$ cat config.mk
export PLATFORM = sky130hd
export DESIGN_NAME = serial_mac
export DESIGN_NICKNAME = d
export VERILOG_FILES = /design/src/rtl/serial_mac_pkg.sv /design/src/rtl/serial_mac_capture.sv /design/src/rtl/serial_mac_extend.sv /design/src/rtl/serial_mac_mult.sv /design/src/rtl/serial_mac_accum.sv /design/src/rtl/serial_mac.sv
export SDC_FILE = /design/constraint.sdc
export NUM_CORES = 1
export LEC_CHECK = 0
export BUFFER_PORTS_ARGS = -buffer_cell sky130_fd_sc_hd__buf_2
export CORE_UTILIZATION = 35
export CTS_BUF_LIST = sky130_fd_sc_hd__clkbuf_16
export CTS_CLUSTER_DIAMETER = 200
export DETAILED_ROUTE_END_ITERATION = 10
export GPL_TIMING_DRIVEN = 0
export HOLD_SLACK_MARGIN = 0.12
export SLEW_MARGIN = 0
export SYNTH_ARGS = -nofsm -noshare
export SYNTH_HDL_FRONTEND = slang
export SYNTH_SLANG_ARGS = --single-unit
$ cat constraint.sdc
create_clock -name clk -period 7.81 [get_ports clk]
set_clock_uncertainty 0.05 [all_clocks]
set_input_delay 1.562 -clock clk [delete_from_list [all_inputs] [get_ports clk]]
set_output_delay 1.562 -clock clk [all_outputs]
set_load 0.1 [all_outputs]
$ cat src/rtl/serial_mac_pkg.sv
package serial_mac_pkg;
    typedef enum logic {PH_IDLE = 1'b0, PH_HAVE_A = 1'b1} phase_e;

    typedef struct packed {
        logic clr;
        logic sgn;
    } ctl_t;
endpackage

$ cat src/rtl/serial_mac_capture.sv
module serial_mac_capture
    import serial_mac_pkg::*;
#(
    parameter int W = 8
) (
    input  logic         clk,
    input  logic         rst_n,
    input  logic [W-1:0] din,
    input  logic         strobe,
    input  logic         clr_in,
    input  logic         sgn_in,
    output logic         start,
    output logic         v_out,
    output logic [W-1:0] a_out,
    output logic [W-1:0] b_out,
    output ctl_t         ctl_out
);
    typedef struct packed {
        phase_e       phase;
        logic [W-1:0] a_hold;
        ctl_t         ctl_hold;
        logic         v;
        logic [W-1:0] a;
        logic [W-1:0] b;
        ctl_t         ctl;
    } cap_t;

    cap_t st_d, st_q;

    always_comb begin
        st_d   = st_q;
        st_d.v = 1'b0;
        start  = 1'b0;
        case (st_q.phase)
            PH_IDLE: begin
                if (strobe) begin
                    start           = 1'b1;
                    st_d.a_hold     = din;
                    st_d.ctl_hold   = '{clr: clr_in, sgn: sgn_in};
                    st_d.phase      = PH_HAVE_A;
                end
            end
            default: begin
                if (strobe) begin
                    st_d.v   = 1'b1;
                    st_d.a   = st_q.a_hold;
                    st_d.b   = din;
                    st_d.ctl = st_q.ctl_hold;
                end
                st_d.phase = PH_IDLE;
            end
        endcase
    end

    always_ff @(posedge clk) begin
        if (!rst_n) st_q <= '0;
        else        st_q <= st_d;
    end

    assign v_out   = st_q.v;
    assign a_out   = st_q.a;
    assign b_out   = st_q.b;
    assign ctl_out = st_q.ctl;


    two_strobe_chk: assert property (@(posedge clk) disable iff (!rst_n)
        st_q.v |-> ($past(strobe, 1) && $past(strobe, 2)));
endmodule

$ cat src/rtl/serial_mac_extend.sv
module serial_mac_extend
    import serial_mac_pkg::*;
#(
    parameter int W = 8,
    localparam int PW = 2 * W
) (
    input  logic          clk,
    input  logic          rst_n,
    input  logic          v_in,
    input  logic [W-1:0]  a_in,
    input  logic [W-1:0]  b_in,
    input  ctl_t          ctl_in,
    output logic          v_out,
    output logic [PW-1:0] ax_out,
    output logic [PW-1:0] bx_out,
    output ctl_t          ctl_out
);
    typedef struct packed {
        logic          v;
        logic [PW-1:0] ax;
        logic [PW-1:0] bx;
        ctl_t          ctl;
    } ext_t;

    ext_t st_d, st_q;
    logic a_fill, b_fill;

    always_comb begin
        st_d   = st_q;
        a_fill = ctl_in.sgn & a_in[W-1];
        b_fill = ctl_in.sgn & b_in[W-1];
        st_d.v = v_in;
        if (v_in) begin
            st_d.ax  = {{W{a_fill}}, a_in};
            st_d.bx  = {{W{b_fill}}, b_in};
            st_d.ctl = ctl_in;
        end
    end

    always_ff @(posedge clk) begin
        if (!rst_n) st_q <= '0;
        else        st_q <= st_d;
    end

    assign v_out   = st_q.v;
    assign ax_out  = st_q.ax;
    assign bx_out  = st_q.bx;
    assign ctl_out = st_q.ctl;


    unsigned_fill_chk: assert property (@(posedge clk) disable iff (!rst_n)
        (v_in && !ctl_in.sgn) |=> (st_q.ax[PW-1:W] == '0 && st_q.bx[PW-1:W] == '0));
endmodule

$ cat src/rtl/serial_mac_mult.sv
module serial_mac_mult
    import serial_mac_pkg::*;
#(
    parameter int W = 8,
    localparam int PW = 2 * W
) (
    input  logic          clk,
    input  logic          rst_n,
    input  logic          v_in,
    input  logic [PW-1:0] ax_in,
    input  logic [PW-1:0] bx_in,
    input  ctl_t          ctl_in,
    output logic          v_out,
    output logic [PW-1:0] prod_out,
    output ctl_t          ctl_out
);
    typedef struct packed {
        logic          v;
        logic [PW-1:0] prod;
        ctl_t          ctl;
    } mul_t;

    mul_t st_d, st_q;

    always_comb begin
        st_d   = st_q;
        st_d.v = v_in;
        if (v_in) begin
            st_d.prod = ax_in * bx_in;
            st_d.ctl  = ctl_in;
        end
    end

    always_ff @(posedge clk) begin
        if (!rst_n) st_q <= '0;
        else        st_q <= st_d;
    end

    assign v_out    = st_q.v;
    assign prod_out = st_q.prod;
    assign ctl_out  = st_q.ctl;


    mult_valid_chk: assert property (@(posedge clk) disable iff (!rst_n)
        v_in |=> st_q.v);
endmodule

$ cat src/rtl/serial_mac_accum.sv
module serial_mac_accum
    import serial_mac_pkg::*;
#(
    parameter int W = 8,
    localparam int PW = 2 * W
) (
    input  logic          clk,
    input  logic          rst_n,
    input  logic          v_in,
    input  logic [PW-1:0] prod_in,
    input  ctl_t          ctl_in,
    input  logic          start,
    output logic [W-1:0]  dout,
    output logic          ovf,
    output logic          rdy
);
    typedef struct packed {
        logic [PW-1:0] acc;
        logic          ovf;
        logic          rdy;
        logic          hi;
    } acc_t;

    acc_t st_d, st_q;
    logic [PW:0] sum;

    always_comb begin
        st_d = st_q;
        sum  = {1'b0, st_q.acc} + {1'b0, prod_in};
        if (v_in) begin
            if (ctl_in.clr) begin
                st_d.acc = prod_in;
                st_d.ovf = 1'b0;
            end else begin
                st_d.acc = sum[PW-1:0];
                if (ctl_in.sgn)
                    st_d.ovf = (st_q.acc[PW-1] == prod_in[PW-1]) &&
                               (sum[PW-1] != st_q.acc[PW-1]);
                else
                    st_d.ovf = sum[PW];
            end
            st_d.rdy = 1'b1;
            st_d.hi  = 1'b1;
        end else begin
            if (start)     st_d.rdy = 1'b0;
            if (st_q.rdy)  st_d.hi  = ~st_q.hi;
        end
    end

    always_ff @(posedge clk) begin
        if (!rst_n) st_q <= '0;
        else        st_q <= st_d;
    end

    assign dout = !st_q.rdy ? '0 : (st_q.hi ? st_q.acc[PW-1:W] : st_q.acc[W-1:0]);
    assign ovf  = st_q.ovf;
    assign rdy  = st_q.rdy;


    clear_drops_ovf_chk: assert property (@(posedge clk) disable iff (!rst_n)
        (v_in && ctl_in.clr) |=> !st_q.ovf);


    ovf_hold_chk: assert property (@(posedge clk) disable iff (!rst_n)
        !v_in |=> $stable(st_q.ovf));


    byte_swap_chk: assert property (@(posedge clk) disable iff (!rst_n)
        (st_q.rdy && !v_in && !start) |=> (st_q.hi != $past(st_q.hi)));


    ready_rise_chk: assert property (@(posedge clk) disable iff (!rst_n)
        $rose(st_q.rdy) |-> ($past(v_in) && st_q.hi));
endmodule

$ cat src/rtl/serial_mac.sv
module serial_mac
    import serial_mac_pkg::*;
#(
    parameter int W = 8,
    localparam int PW = 2 * W
) (
    input  logic         clk,
    input  logic         rst_n,
    input  logic [W-1:0] din,
    input  logic         strobe,
    input  logic         clr_in,
    input  logic         sgn_in,
    output logic [W-1:0] dout,
    output logic         ovf,
    output logic         rdy
);
    logic          start;
    logic          v1, v2, v3;
    logic [W-1:0]  a1, b1;
    logic [PW-1:0] ax2, bx2, prod3;
    ctl_t          ctl1, ctl2, ctl3;

    serial_mac_capture #(.W(W)) u_cap (
        .clk(clk), .rst_n(rst_n), .din(din), .strobe(strobe),
        .clr_in(clr_in), .sgn_in(sgn_in), .start(start),
        .v_out(v1), .a_out(a1), .b_out(b1), .ctl_out(ctl1)
    );

    serial_mac_extend #(.W(W)) u_ext (
        .clk(clk), .rst_n(rst_n), .v_in(v1), .a_in(a1), .b_in(b1),
        .ctl_in(ctl1), .v_out(v2), .ax_out(ax2), .bx_out(bx2), .ctl_out(ctl2)
    );

    serial_mac_mult #(.W(W)) u_mul (
        .clk(clk), .rst_n(rst_n), .v_in(v2), .ax_in(ax2), .bx_in(bx2),
        .ctl_in(ctl2), .v_out(v3), .prod_out(prod3), .ctl_out(ctl3)
    );

    serial_mac_accum #(.W(W)) u_acc (
        .clk(clk), .rst_n(rst_n), .v_in(v3), .prod_in(prod3), .ctl_in(ctl3),
        .start(start), .dout(dout), .ovf(ovf), .rdy(rdy)
    );
endmodule

======== Word-level counts from Yosys, hierarchy flattened ========
Cells that the tools add are included.
Widths: inputs -> output; s select.
operators by class
  $add $sub $neg .......................... 1
  multipliers ............................. 1
  div/mod/pow operators ................... 0
  order comparisons ....................... 0
  eq/ne operators ......................... 2
  shift operators ......................... 0
  multiplexer cells ....................... 11
  bitwise logic cells ..................... 5
  reductions and logical operators ........ 7
operators by type and width
  operator           count
  $mux 19            1
  $add 16x16->17     1
  $mux 17            1
  $mul 9x9->16       1
  $mux 8             2
  $mux 11            1
  $reduce_and 2->1   3
  $mux 1             5
  $reduce_bool 2->1  2
  $not 1->1          3
  $and 1x1->1        2
  $mux 2             1
  $reduce_or 2->1    1
  $eq 1x1->1         1
  $logic_and 1x1->1  1
  $ne 1x1->1         1
word-level totals
  flip-flop bits (word level) ............. 89
  latch bits .............................. 0
  memory bits (writable) .................. 0
  memory bits (read-only) ................. 0
  input port bits ......................... 13
  output and inout bits ................... 10
  logic and storage cells ................. 49
  memories kept ........................... 0

======== Logic depth before layout (Yosys ltp) ========
  word-level depth ........................ 5
  gate-level depth with buffers ........... 20
  mapped depth without buffers ............ 19

======== Cells and area by module ========
Synthesis repeated with hierarchy kept, for this count alone.
unflattened totals
  cells, all modules ...................... 939
  area, all modules ....................... 8484.4 sq um
by module, submodules not included
  module              instances  cells an instance  area each (sq um)  seq. area each (sq um)
  serial_mac_mult     1          523                4619.4             380.4
  serial_mac_accum    1          208                1712.9             380.4
  serial_mac_capture  1          125                1237.4             600.6
  serial_mac_extend   1          83                 914.6              420.4

======== Least setup slack after synthesis ========
No wires, ideal clock.
  kind .................................... register to register
  from .................................... reg u_ext.st_q, in the netlist u_ext.bx_out[4]
  to ...................................... reg u_mul.st_q, in the netlist u_mul.prod_out[15]
  arrival time ............................ 4.624 ns
  data required time ...................... 7.681 ns
  setup slack ............................. 3.056 ns
  stages on the path, launching flop included .. 18
  cells stage by stage .................... dfxtp_1 clkbuf_1 and2_1 fa_1 inv_1 fa_1 inv_1 fa_1 fa_1 fa_1 ha_1 o21a_1 o31ai_2 a21o_1 a21boi_2 a311oi_2 xnor2_1 a211oi_2
on the way
  cells in the longest elaborated chain, start to end .. 1
RTL lines
  item                    RTL line                 text
  start, declared         serial_mac_extend.sv:25  ext_t st_d, st_q;
  start signal, assigned  serial_mac_extend.sv:42  else st_q <= st_d;
  $mul 9x9->16            serial_mac_mult.sv:29    st_d.prod = ax_in * bx_in;
  end signal, assigned    serial_mac_mult.sv:36    else st_q <= st_d;
  end, declared           serial_mac_mult.sv:23    mul_t st_d, st_q;
No other way between the ends.
A chain may end at the register's enable or synchronous reset.

======== Final worst setup path ========
  from .................................... reg u_ext.st_q, in the netlist u_ext.ax_out[4]
  to ...................................... reg u_mul.st_q, in the netlist u_mul.prod_out[15]
Same word-level chain as after synthesis.

==> results.py <==
metrics = {
    "timing": {
        "holdWs_ns": 0.4024,
        "max_slew_margin_pct": 52.25,
        "setup_viols_final": 0,
        "grt_setup_unrepaired": "false",
        "period_share_pct": 65.91,
        "worst_pin_slew_ns": 0.7163,
        "finalHoldViolCount": 0,
        "clock.fmax_ghz": 0.1943,
        "sum_of_negative_setup_slack_ns": 0,
        "drv_slew": 0,
        "finalCriticalPeriod_ns": 5.148,
    },
    "synth": {
        "synth_area_per_cell_um2": 8.591,
        "syn-num-nets": 924,
        "yosysSeqAreaShare_pct": 25.99,
        "synth-async-reset-ratio_pct": 0,
        "syn-instance-count": 798,
        "yosys_most_used_dff": "sky130_fd_sc_hd__dfxtp_1",
        "postSynthRegisterBits": 89,
        "count_of_warnings_emitted_by_yosys": 0,
        "mappedNetlistArea_um2": 6855,
        "synth_cell_types": 57,
        "synth-edff-count": 0,
    },
    "routing": {
        "routed-via-count": 5214,
        "drt_iter0_markers": 200,
        "routed_wirelength_mm": 14.81,
        "route.detailed.wl_per_inst_um": 13.51,
        "drc": 0,
        "vias_per_cell": 4.757,
        "ant_nets": 0,
        "detailedRoute.firstPassIterationCount": 4,
    },
    "final_layout": {
        "final_nets": 957,
        "multi_input_comb_area_um2": 4568,
        "ff_latch_area_um2": 1782,
        "finish.cell_count_without_fillers": 1096,
        "final_common_cell": "sky130_fd_sc_hd__nand2_1",
        "antenna-diode-count": 0,
        "area.growth.synth_to_final_pct": 10.75,
        "most-common-layout-cells": "121 x sky130_fd_sc_hd__nand2_1, 89 x sky130_fd_sc_hd__dfxtp_1, 85 x sky130_fd_sc_hd__inv_1",
        "drive_gt1_share_pct": 6.220,
        "fillCellCount": 1923,
    },
    "clock_tree": {
        "clockRootBuffer": "sky130_fd_sc_hd__clkbuf_16",
        "cts-htree-levels": 3,
        "tritoncts": "built",
        "clkSinkCount": 89,
        "max-clock-path-buffers": 2,
        "hold_buffers": 0,
        "worst_skew_pair.late_latency_ns": 0.35,
        "post_cts_resize_count": 0,
        "clock_pin_slew_on_the_worst_setup_and_hold_paths_ns": 0.06,
        "total_clock_buffers_created_by_cts": 9,
        "post_cts_buffers": 0,
    },
    "floorplan": {
        "die_y_um": 142.0,
        "design.core.area_um2": 18960,
        "num_rows": 50,
        "die-area_um2": 20150,
        "dieWidth_um": 142.0,
        "floorplan.initialDensity_pct": 36.17,
        "ioPinCount": 23,
    },
    "worst_setup_path": {
        "critical_path.max_fanout": 10,
        "start_kind": "flop",
        "crit_arrival_ns": 5.37,
        "critPathCaptureType": "flop",
        "path_class": "flop to flop",
        "required_ns": 8.03,
    },
    "placed_design": {
        "routabilityCongestion": 0.8324,
        "portBuffers": 22,
        "numPlacedInstances": 1080,
        "detailed_place_hpwl_mm": 11.76,
    },
    "min_path": {
        "min-delay-path-class": "flop to flop",
    },
    "power_and_ir_drop": {
        "power_density_nw_per_um2": 124.5,
        "static-leakage-power_nw": 3.264,
        "ir_worst_vdd_mv": 0.1710,
    },
    "global_route": {
        "initial_antenna_violation_count": 0,
        "groute.usage.overall_pct": 15.81,
        "pin_count_of_the_biggest_net_entering_global_routing": 17,
        "grt_pass1_vias": 5138,
        "grt_overflow_total": 0,
        "grt_first_pass_wirelength_mm": 25.10,
    },
    "job": {
        "maxCapViolations": 0,
    },
    "status": {
        "outcome": "finished, final reports clean",
    },
}
-- through the flow --
stage               area (µm²)  util (%)  total power [mW]  worst slack, ns
global route              7592     40.05            0.9842            2.401
global placement          7291     38.46            0.5137            2.703
floorplan                 6855         -            0.4994            3.056
finish                    7592     40.05            0.9455            2.662
detailed placement        7291     38.46            0.5143            2.647
CTS                       7592     40.05            0.9581            2.619
-- critical path, cell delays in order, from the launching register on --
cell,delay [ns]
sky130_fd_sc_hd__dfxtp_1,0.30
sky130_fd_sc_hd__clkbuf_1,0.24
sky130_fd_sc_hd__and2_1,0.24
sky130_fd_sc_hd__fa_1,0.55
sky130_fd_sc_hd__inv_1,0.07
sky130_fd_sc_hd__fa_1,0.53
sky130_fd_sc_hd__inv_1,0.06
sky130_fd_sc_hd__fa_1,0.50
sky130_fd_sc_hd__fa_1,0.58
sky130_fd_sc_hd__fa_1,0.42
sky130_fd_sc_hd__ha_1,0.27
sky130_fd_sc_hd__o31ai_2,0.36
sky130_fd_sc_hd__a21o_1,0.19
sky130_fd_sc_hd__a21boi_2,0.07
sky130_fd_sc_hd__a311oi_2,0.29
sky130_fd_sc_hd__xnor2_1,0.14
sky130_fd_sc_hd__a211oi_2,0.21
-- kinds of logic after synthesis --
family | after synthesis | synth area share [%]
AO/OA/AOI/OAI | 127 | 11.63
XOR/XNOR | 24 | 3.066
adder cells (fa/ha/maj) | 113 | 27.63
buffers and inverters | 134 | 7.374
flip-flops | 89 | 25.99
multiplexers | 41 | 5.986
AND/OR/NAND/NOR | 270 | 18.32
-- cells in the mapped netlist, drive strengths merged (6+ instances only) --
master	number	area share [%]
o21ai	23	1.7
xor2	9	1.1
clkbuf	43	2.4
fa	64	19
xnor2	15	1.9
ha	49	8.9
a211oi	6	0.73
nand3	7	0.51
nand2b	12	1.1
inv	85	4.7
dfxtp	89	26
mux2i	41	6.0
nand2	122	6.7
nor2	59	3.2
and2	30	2.7
a21oi	61	4.5
nor2b	18	1.9
nor3	8	0.58
-- path summary, 6_finish.rpt --
check / slack [ns] / cells after the start / start / end
min: 0.40 / 2 / u_cap.st_q[20] / u_cap.ctl_out[1]
min reg2reg: 0.40 / 2 / u_cap.st_q[20] / u_cap.ctl_out[1]
max: 2.66 / 16 / u_ext.ax_out[4] / u_mul.prod_out[15]
max reg2reg: 2.66 / 16 / u_ext.ax_out[4] / u_mul.prod_out[15]
-- layer usage --
metal  GRT usage, %  share of wire, %  vias to the layer above  wire length, µm
li1               -                 -                     2645                -
met4          4.471               1.1                        0              167
met3          2.927               2.7                       12              406
met5              0                 0                        -                0
met1          21.66                51                     2497             7521
met2          25.41                45                       60             6712
-- final cells by class --
cell class	instances	area share, %
sequential	89	23.47
clock buffer	9	2.966
clock inverter	7	1.005
timing repair buffer	22	1.450
multi-input combinational	575	60.17
inverter	86	4.252
tap	260	4.285
buffer	48	2.406
-- flip-flops by register name (all words and copies together), names as in the netlist --
name            cells
u_mul.prod_out     16
u_ext.v_out         1
u_acc.rdy           1
u_cap.b_out         8
u_acc.st_q         17
u_mul.ctl_out       2
u_acc.ovf           1
u_ext.bx_out        9
u_mul.v_out         1
u_ext.ax_out        9
u_cap.v_out         1
u_cap.a_out         8
u_cap.st_q         11
u_ext.ctl_out       2
u_cap.ctl_out       2
-- report_power, final --
group | leakage (nW) | internal (mW) | switching [mW]
Clock | 0.144 | 0.251 | 0.192
Sequential | 0.720 | 0.460 | 0.00399
Combinational | 2.40 | 0.0125 | 0.0263
Total | 3.26 | 0.724 | 0.222
Power figures use the tool's default switching activity.
